$ cat src/rtl/colword_pkg.sv
`timescale 1ns/1ps
package colword_pkg;

    typedef enum logic {
        SEQ_IDLE = 1'b0,
        SEQ_FILL = 1'b1
    } seq_state_e;

    // Map a position in fill order to a physical channel index.
    function automatic int unsigned scan_to_chan(input int unsigned pos,
                                                 input logic        rev,
                                                 input int unsigned nch);
        return rev ? (nch - 1 - pos) : pos;
    endfunction

endpackage

$ cat src/rtl/colword_seq.sv
`timescale 1ns/1ps
module colword_seq
    import colword_pkg::*;
#(
    parameter int NCH = 12,
    localparam int CH_W = $clog2(NCH),
    localparam int NSLOT = NCH / 2,
    localparam int SLOT_W = (NSLOT > 1) ? $clog2(NSLOT) : 1
) (
    input  logic            clk,
    input  logic            rst,
    input  logic            xfer_i,
    input  logic            dual_i,
    input  logic            rev_i,
    output logic            start_o,
    output logic            dir_o,
    output logic            wr0_en_o,
    output logic            wr0_from_b_o,
    output logic [CH_W-1:0] wr0_ch_o,
    output logic            wr1_en_o,
    output logic [CH_W-1:0] wr1_ch_o,
    output logic            half_en_o,
    output logic [CH_W-1:0] half_ch_o,
    output logic            pulse_o
);

    typedef struct packed {
        seq_state_e        state;
        logic [SLOT_W-1:0] slot;
        logic              dual;
        logic              dir;
        logic              xfer_seen;
        logic              half_pend;
        logic [CH_W-1:0]   half_ch;
        logic              pulse;
    } seq_t;

    seq_t q, d;

    logic              act;
    logic [SLOT_W-1:0] cur_slot;
    logic              cur_dual;
    logic              cur_dir;
    int unsigned       pos0;
    logic [CH_W-1:0]   ch0;
    logic [CH_W-1:0]   ch1;

    always_comb begin
        d           = q;
        d.xfer_seen = xfer_i;
        d.pulse     = q.xfer_seen;
        d.half_pend = 1'b0;

        act      = q.xfer_seen || (q.state == SEQ_FILL);
        cur_slot = q.xfer_seen ? '0 : q.slot;
        cur_dual = q.xfer_seen ? dual_i : q.dual;
        cur_dir  = q.xfer_seen ? rev_i : q.dir;
        pos0     = 2 * int'(cur_slot);
        ch0      = CH_W'(scan_to_chan(pos0, cur_dir, NCH));
        ch1      = CH_W'(scan_to_chan(pos0 + 1, cur_dir, NCH));

        if (act) begin
            d.dual      = cur_dual;
            d.dir       = cur_dir;
            d.half_pend = !cur_dual;
            d.half_ch   = ch1;
            if (cur_slot == SLOT_W'(NSLOT - 1)) begin
                d.state = SEQ_IDLE;
                d.slot  = '0;
            end else begin
                d.state = SEQ_FILL;
                d.slot  = cur_slot + 1'b1;
            end
        end

        start_o      = q.xfer_seen;
        wr0_en_o     = act;
        wr0_ch_o     = ch0;
        wr0_from_b_o = !cur_dual && cur_dir;
        wr1_en_o     = act && cur_dual;
        wr1_ch_o     = ch1;
        half_en_o    = q.half_pend;
        half_ch_o    = q.half_ch;
        dir_o        = q.dir;
        pulse_o      = q.pulse;
    end

    always_ff @(posedge clk) begin
        if (rst) begin
            q.state     <= SEQ_IDLE;
            q.slot      <= '0;
            q.dual      <= 1'b0;
            q.dir       <= 1'b0;
            q.xfer_seen <= 1'b0;
            q.half_pend <= 1'b0;
            q.half_ch   <= '0;
            q.pulse     <= 1'b0;
        end else begin
            q <= d;
        end
    end

endmodule

$ cat src/rtl/colword_half.sv
`timescale 1ns/1ps
module colword_half #(
    parameter int W = 12
) (
    input  logic         clk,
    input  logic         rst,
    input  logic         dir_i,
    input  logic [W-1:0] bus_a_i,
    input  logic [W-1:0] bus_b_i,
    output logic [W-1:0] word_o
);

    logic [W-1:0] word_d, word_q;

    always_comb begin
        word_d = dir_i ? bus_a_i : bus_b_i;
    end

    always_ff @(negedge clk) begin
        if (rst) begin
            word_q <= '0;
        end else begin
            word_q <= word_d;
        end
    end

    assign word_o = word_q;

endmodule

$ cat src/rtl/colword_bank.sv
`timescale 1ns/1ps
module colword_bank #(
    parameter int NCH = 12,
    parameter int W = 12,
    localparam int CH_W = $clog2(NCH)
) (
    input  logic             clk,
    input  logic             rst,
    input  logic             start_i,
    input  logic             wr0_en_i,
    input  logic [CH_W-1:0]  wr0_ch_i,
    input  logic [W-1:0]     wr0_word_i,
    input  logic             wr1_en_i,
    input  logic [CH_W-1:0]  wr1_ch_i,
    input  logic [W-1:0]     wr1_word_i,
    input  logic             half_en_i,
    input  logic [CH_W-1:0]  half_ch_i,
    input  logic [W-1:0]     half_word_i,
    output logic [NCH*W-1:0] out_words_o
);

    typedef struct packed {
        logic [NCH-1:0][W-1:0] fill;
        logic [NCH-1:0][W-1:0] hold;
    } bank_t;

    bank_t q, d;

    always_comb begin
        d = q;
        // Late half-cycle word first, so a new capture on the same channel wins.
        if (half_en_i) d.fill[half_ch_i] = half_word_i;
        if (wr1_en_i)  d.fill[wr1_ch_i]  = wr1_word_i;
        if (wr0_en_i)  d.fill[wr0_ch_i]  = wr0_word_i;
        if (start_i) begin
            d.hold = q.fill;
            if (half_en_i) d.hold[half_ch_i] = half_word_i;
        end
    end

    always_ff @(posedge clk) begin
        if (rst) begin
            q <= '0;
        end else begin
            q <= d;
        end
    end

    for (genvar c = 0; c < NCH; c++) begin : g_out
        assign out_words_o[c*W +: W] = q.hold[c];
    end

endmodule

$ cat src/rtl/colword_loader.sv
`timescale 1ns/1ps
module colword_loader #(
    parameter int NCH = 12,
    parameter int W = 12,
    localparam int CH_W = $clog2(NCH)
) (
    input  logic             clk,
    input  logic             rst,
    input  logic             xfer_i,
    input  logic             dual_i,
    input  logic             rev_i,
    input  logic [W-1:0]     bus_a_i,
    input  logic [W-1:0]     bus_b_i,
    output logic [NCH*W-1:0] out_words_o,
    output logic             xfer_pulse_o
);

    logic            start;
    logic            dir_q;
    logic            wr0_en;
    logic            wr0_from_b;
    logic [CH_W-1:0] wr0_ch;
    logic            wr1_en;
    logic [CH_W-1:0] wr1_ch;
    logic            half_en;
    logic [CH_W-1:0] half_ch;
    logic [W-1:0]    half_word;
    logic [W-1:0]    wr0_word;

    colword_seq #(.NCH(NCH)) i_seq (
        .clk          (clk),
        .rst          (rst),
        .xfer_i       (xfer_i),
        .dual_i       (dual_i),
        .rev_i        (rev_i),
        .start_o      (start),
        .dir_o        (dir_q),
        .wr0_en_o     (wr0_en),
        .wr0_from_b_o (wr0_from_b),
        .wr0_ch_o     (wr0_ch),
        .wr1_en_o     (wr1_en),
        .wr1_ch_o     (wr1_ch),
        .half_en_o    (half_en),
        .half_ch_o    (half_ch),
        .pulse_o      (xfer_pulse_o)
    );

    colword_half #(.W(W)) i_half (
        .clk     (clk),
        .rst     (rst),
        .dir_i   (dir_q),
        .bus_a_i (bus_a_i),
        .bus_b_i (bus_b_i),
        .word_o  (half_word)
    );

    assign wr0_word = wr0_from_b ? bus_b_i : bus_a_i;

    colword_bank #(.NCH(NCH), .W(W)) i_bank (
        .clk         (clk),
        .rst         (rst),
        .start_i     (start),
        .wr0_en_i    (wr0_en),
        .wr0_ch_i    (wr0_ch),
        .wr0_word_i  (wr0_word),
        .wr1_en_i    (wr1_en),
        .wr1_ch_i    (wr1_ch),
        .wr1_word_i  (bus_b_i),
        .half_en_i   (half_en),
        .half_ch_i   (half_ch),
        .half_word_i (half_word),
        .out_words_o (out_words_o)
    );

endmodule

$ cat config.mk
export PLATFORM = sky130hd
export DESIGN_NAME = colword_loader
export DESIGN_NICKNAME = d
export VERILOG_FILES = /design/src/rtl/colword_pkg.sv /design/src/rtl/colword_seq.sv /design/src/rtl/colword_half.sv /design/src/rtl/colword_bank.sv /design/src/rtl/colword_loader.sv
export SDC_FILE = /design/constraint.sdc
export NUM_CORES = 1
export LEC_CHECK = 0
export BUFFER_PORTS_ARGS = -buffer_cell sky130_fd_sc_hd__clkbuf_2
export CAP_MARGIN = 25
export CORE_MARGIN = 1
export CORE_UTILIZATION = 55
export CTS_CLUSTER_SIZE = 40
export DETAILED_ROUTE_END_ITERATION = 8
export PLACE_DENSITY_LB_ADDON = 0.12
export SYNTH_ARGS = -nofsm -noshare
export SYNTH_HDL_FRONTEND = slang
export SYNTH_HIERARCHICAL = 1
export SYNTH_SLANG_ARGS = --single-unit
$ cat constraint.sdc
create_clock -name clk -period 2.4 [get_ports clk]
set_input_delay 0.48 -clock clk [delete_from_list [all_inputs] [get_ports clk]]
set_output_delay 0.48 -clock clk [all_outputs]
set_load 0.02 [all_outputs]
==> run summary <==
The number of flops mapped to enable cells by yosys is 0. The placed instance area came out at 14700 µm². The count of unresolved DRC violations after routing is 0. At the end of the flow, the number of nets in the layout was 1589. The number of iterations in the first detailed-routing pass is 5. The setup clock skew after layout is just over 0.07 ns. For this design the static power due to leakage is ~0.0064 µW. The CTS sink count came out at approximately 310. The number of placed I/O pins came out at 174.

In the post-synthesis netlist, the cell with the most instances is dfxtp_1. The per-cell routed wire length is 22.5 µm. The final-report max-slew violation count was 0. Of all flip-flops after synthesis, the portion carrying an async set or reset was 0%. The power density over the cells came out at slightly above 800 nW/µm². The number of hold buffers added after CTS was 0. In this run the standard cell core region covers between 20000 and 30000 µm². After routing the design area is about 16000 µm². The remaining antenna violation count is 0. The number of global-route vias before repair came out at ~11000. The relative slew slack came out at a little over a third. Counting every instance in the synthesized netlist gives ~1500. The number of warning messages in the yosys log came out at 6.

After clock tree synthesis, the setup repair step added 0 buffers. The power after layout came out at roughly 13000 µW. The setup total negative slack came out at 0 ns.

The worst register-to-register path ends at i_bank/q[182]. The clock passes through at most 3 buffers. The CTS tree is yes.

The cell sitting at the root of the clock tree is a clkbuf_16. The worst path arrival time came out at 2.75 ns. The post-synthesis to final-layout area growth came out at 12.8%. The proportion of netlist area held by the largest area contributor is between 40% and 50%.

The total setup violations reported at the end of the flow is 0. For this design the total switching power over the nets is 3340 µW. The number of synthesized register bits is around 310.

The later pin in the worst-skew pair is clocked with a latency of 0.57 ns. The placer congestion estimate is just over 0.9. The largest stage delay on the critical path came out at around 0.31 ns. The clock buffer count from CTS came out at 34. The met2 global-route usage came out at 48.2%. Once layout is complete, the cells apart from fillers number ~1900. The worst hold path belongs to the class in -> reg. The worst setup slack for register-to-register paths came out at between 0.015 and 0.02 ns. The count of cells along the worst hold path is 2. The number of distinct library cells after synthesis came out at 42. The number of placed cells counting well taps is between 1500 and 2000.

The detailed router finished its first iteration with around 1100 violations. The detailed-route via count came out at ~12000. The path with the worst hold slack has its endpoint at i_seq/start_o.

The vertical die dimension is roughly 160 µm. The number of port buffers came out at 173. The switching part of the total came out at 25.6%.

The final hold violation count is 0. In this run the critical register-to-register path is launched from i_half/word_o[2]. Of the synthesized area, sequential elements account for about 44%. Sequential cells burn a little over two fifths of the power. The clock network fraction of design power is between 40 and 50%. The diode insertion count for antenna repair is 0.

The required time of the critical path is between 2 and 3 ns. The number of max-cap violations came out at 0. The worst setup path is launched from a flop. For this design, the slowest cell found on the critical path is mux2i_1.

In this run the cell area of the synthesized design comes to ~14000 µm². The horizontal die dimension came out at approximately 160 µm. The routed via count divided by cell count is just over 6.

The met3 layer usage reported by global route is under 10%. The final wirelength is 43000 µm. The most used flip-flop cell after synthesis is dfxtp_1. The largest net degree at the start of global routing is between 200 and 250. The internal power of the cells came out at 9720 µW. The synthesized area divided by synthesized cell count came out at between 9 and 10 µm². The level count of the clock H-tree is 2. After global routing, the most crowded layer is met2. The share of final-layout standard cells stronger than drive strength 1 is around 25%. The signal on the critical path passes through buf_4 > mux2i_1 > o221ai_1. The floorplan die area is 26600 µm².

Of the total power, combinational logic draws about an eighth. The flow ran to the end, and the final reports show no timing, DRC or antenna violations. The startpoint identified for the worst hold timing path is xfer_i. The setup path with the least slack is of type reg -> reg.

The buffering stage count on the worst path with inverters included came out at 1. The number of cells on the worst reg-to-reg path came out at 3. At the pin with the least slew margin, the transition time is about 0.95 ns. The synthesized design spends more area on one cell type than any other, namely dfxtp_1. The aggregate global routing overflow came out at 0. After synthesis, the cell types taking the most area are dfxtp_1 (44%), mux2i_1 (11%), buf_4 (8.7%).

The kind of end point of the critical path is a flop. The maximum fanout along the worst path came out at 7. Once the floorplan was initialized, standard cells occupied between 50 and 60% of the core.

By count the netlist is led by dfxtp_1 (313), nor2_1 (193), buf_4 (166), mux2i_1 (158), nand2_1 (151). The global-route wire length before repair came out at approximately 64000 µm. In the global route stage, overall resource usage came out at 32.1%.

Measured on the finished design, the core utilization comes to between 60% and 70%. The global routing met1 resource utilization is 44.5%. In this design, the largest share of critical-path delay is due to multiplexers.

Setup repair after global routing could not meet its margin everywhere. The number of nets handed over by synthesis was around 1600. The number of antenna violations at the first check in global routing is 0. The sum of net half-perimeters after detailed placement is about 27000 µm. The worst IR drop on VDD came out at between 0.0006 and 0.0007 V. The site row count came out at 58.

After clock tree synthesis, the clock-pin slew on the worst setup and hold paths is about 0.06 ns.
placed cells by master (no fill, tap or decap), types with 7 or more instances in the layout:
master	instances
mux2i_1	153
clkbuf_8	7
buf_12	13
o221ai_1	142
inv_1	13
buf_4	98
nand2b_1	23
a211oi_1	140
or3_4	9
clkbuf_16	37
clkbuf_2	172
nand3b_1	8
nor2b_1	13
nand2_1	151
nor2_1	191
nor3_1	11
mux2_4	11
o21ai_0	10
dfxtp_1	309
worst register-to-register path: cells and delay by family, from the launching register on:
kind	cells	cell delay, ns
mux	1	0.32
compound gates	1	0.17
buf+inv	1	0.19
flops	1	0.30
through the flow:
stage	setup WS, ns	hold WS, ns
2_1_floorplan	0.165	0.432
3_3_place_gp	-0.117	0.471
3_5_place_dp	-0.149	0.476
4_1_cts	0.00126	0.212
5_1_grt	-0.0142	0.215
6_report	0.0196	0.216
power groups by stage:
stage                     Sequential, µW  Clock, µW  Combinational, µW
after global placement              5680       33.3               1520
after floorplan                     5640       33.3               1170
after detailed placement            5690       33.3               1540
after CTS                           5580       5940               1550
final                               5580       5900               1590
after global routing                5600       6170               1680
sequential cells by signal (all words and copies together) (netlist names):
signal              flops
i_seq/pulse_o           1
i_seq/half_ch_o         4
i_seq/half_en_o         1
i_half/word_o          12
i_bank/q              144
i_seq/start_o           1
i_seq/dir_o             1
i_bank/out_words_o    144
i_seq/q                 5
repair_timing:
action	in CTS	in global routing
endpoints found under the hold margin	0	0
setup endpoints to repair	86	77
pin swaps	0	0
resized for setup	8	16
how the worst max path moves through the flow:
stage | startpoint | end | slack (ns) | cells past startpoint
after global placement | i_seq/dir_o | i_bank/q[190] | -0.12 | 7
after CTS | i_half/word_o[9] | i_bank/out_words_o[141] | 0.001 | 4
final | i_half/word_o[2] | i_bank/q[182] | 0.02 | 3
after global routing | i_half/word_o[2] | i_bank/q[182] | -0.01 | 3
after detailed placement | i_seq/dir_o | i_bank/q[190] | -0.15 | 7
after floorplan | i_seq/start_o | i_bank/q[257] | 0.17 | 10
cells by family (layout without fill, tap and decap cells):
family                    Yosys count  after routing  share of synthesized area [%]
buffers and inverters             301            359                           13.0
xor gates and xnor gates            1              1                         0.0613
muxes                             172            172                           12.5
AOI/OAI and AO/OA                 308            308                           17.3
and+or+nand+nor                   430            430                           13.2
DFF                               313            313                           43.9
routing by layer:
| layer | up-vias | wire length (µm) |
|---|---|---|
| li1 | 5387 | - |
| met4 | 0 | 2170 |
| met1 | 5590 | 18200 |
| met5 | - | 0 |
| met3 | 136 | 3680 |
| met2 | 557 | 19000 |
final cells by class:
type	instances	area [µm²]
well taps	330	413
inverters	3	11.3
multi-input cells	911	6230
flip-flops and latches	313	6280
clock inverters	22	260
repair buffers	285	1880
clock buffers	49	1040
fillers	2180	9220
(Power assumes the default switching activity.)
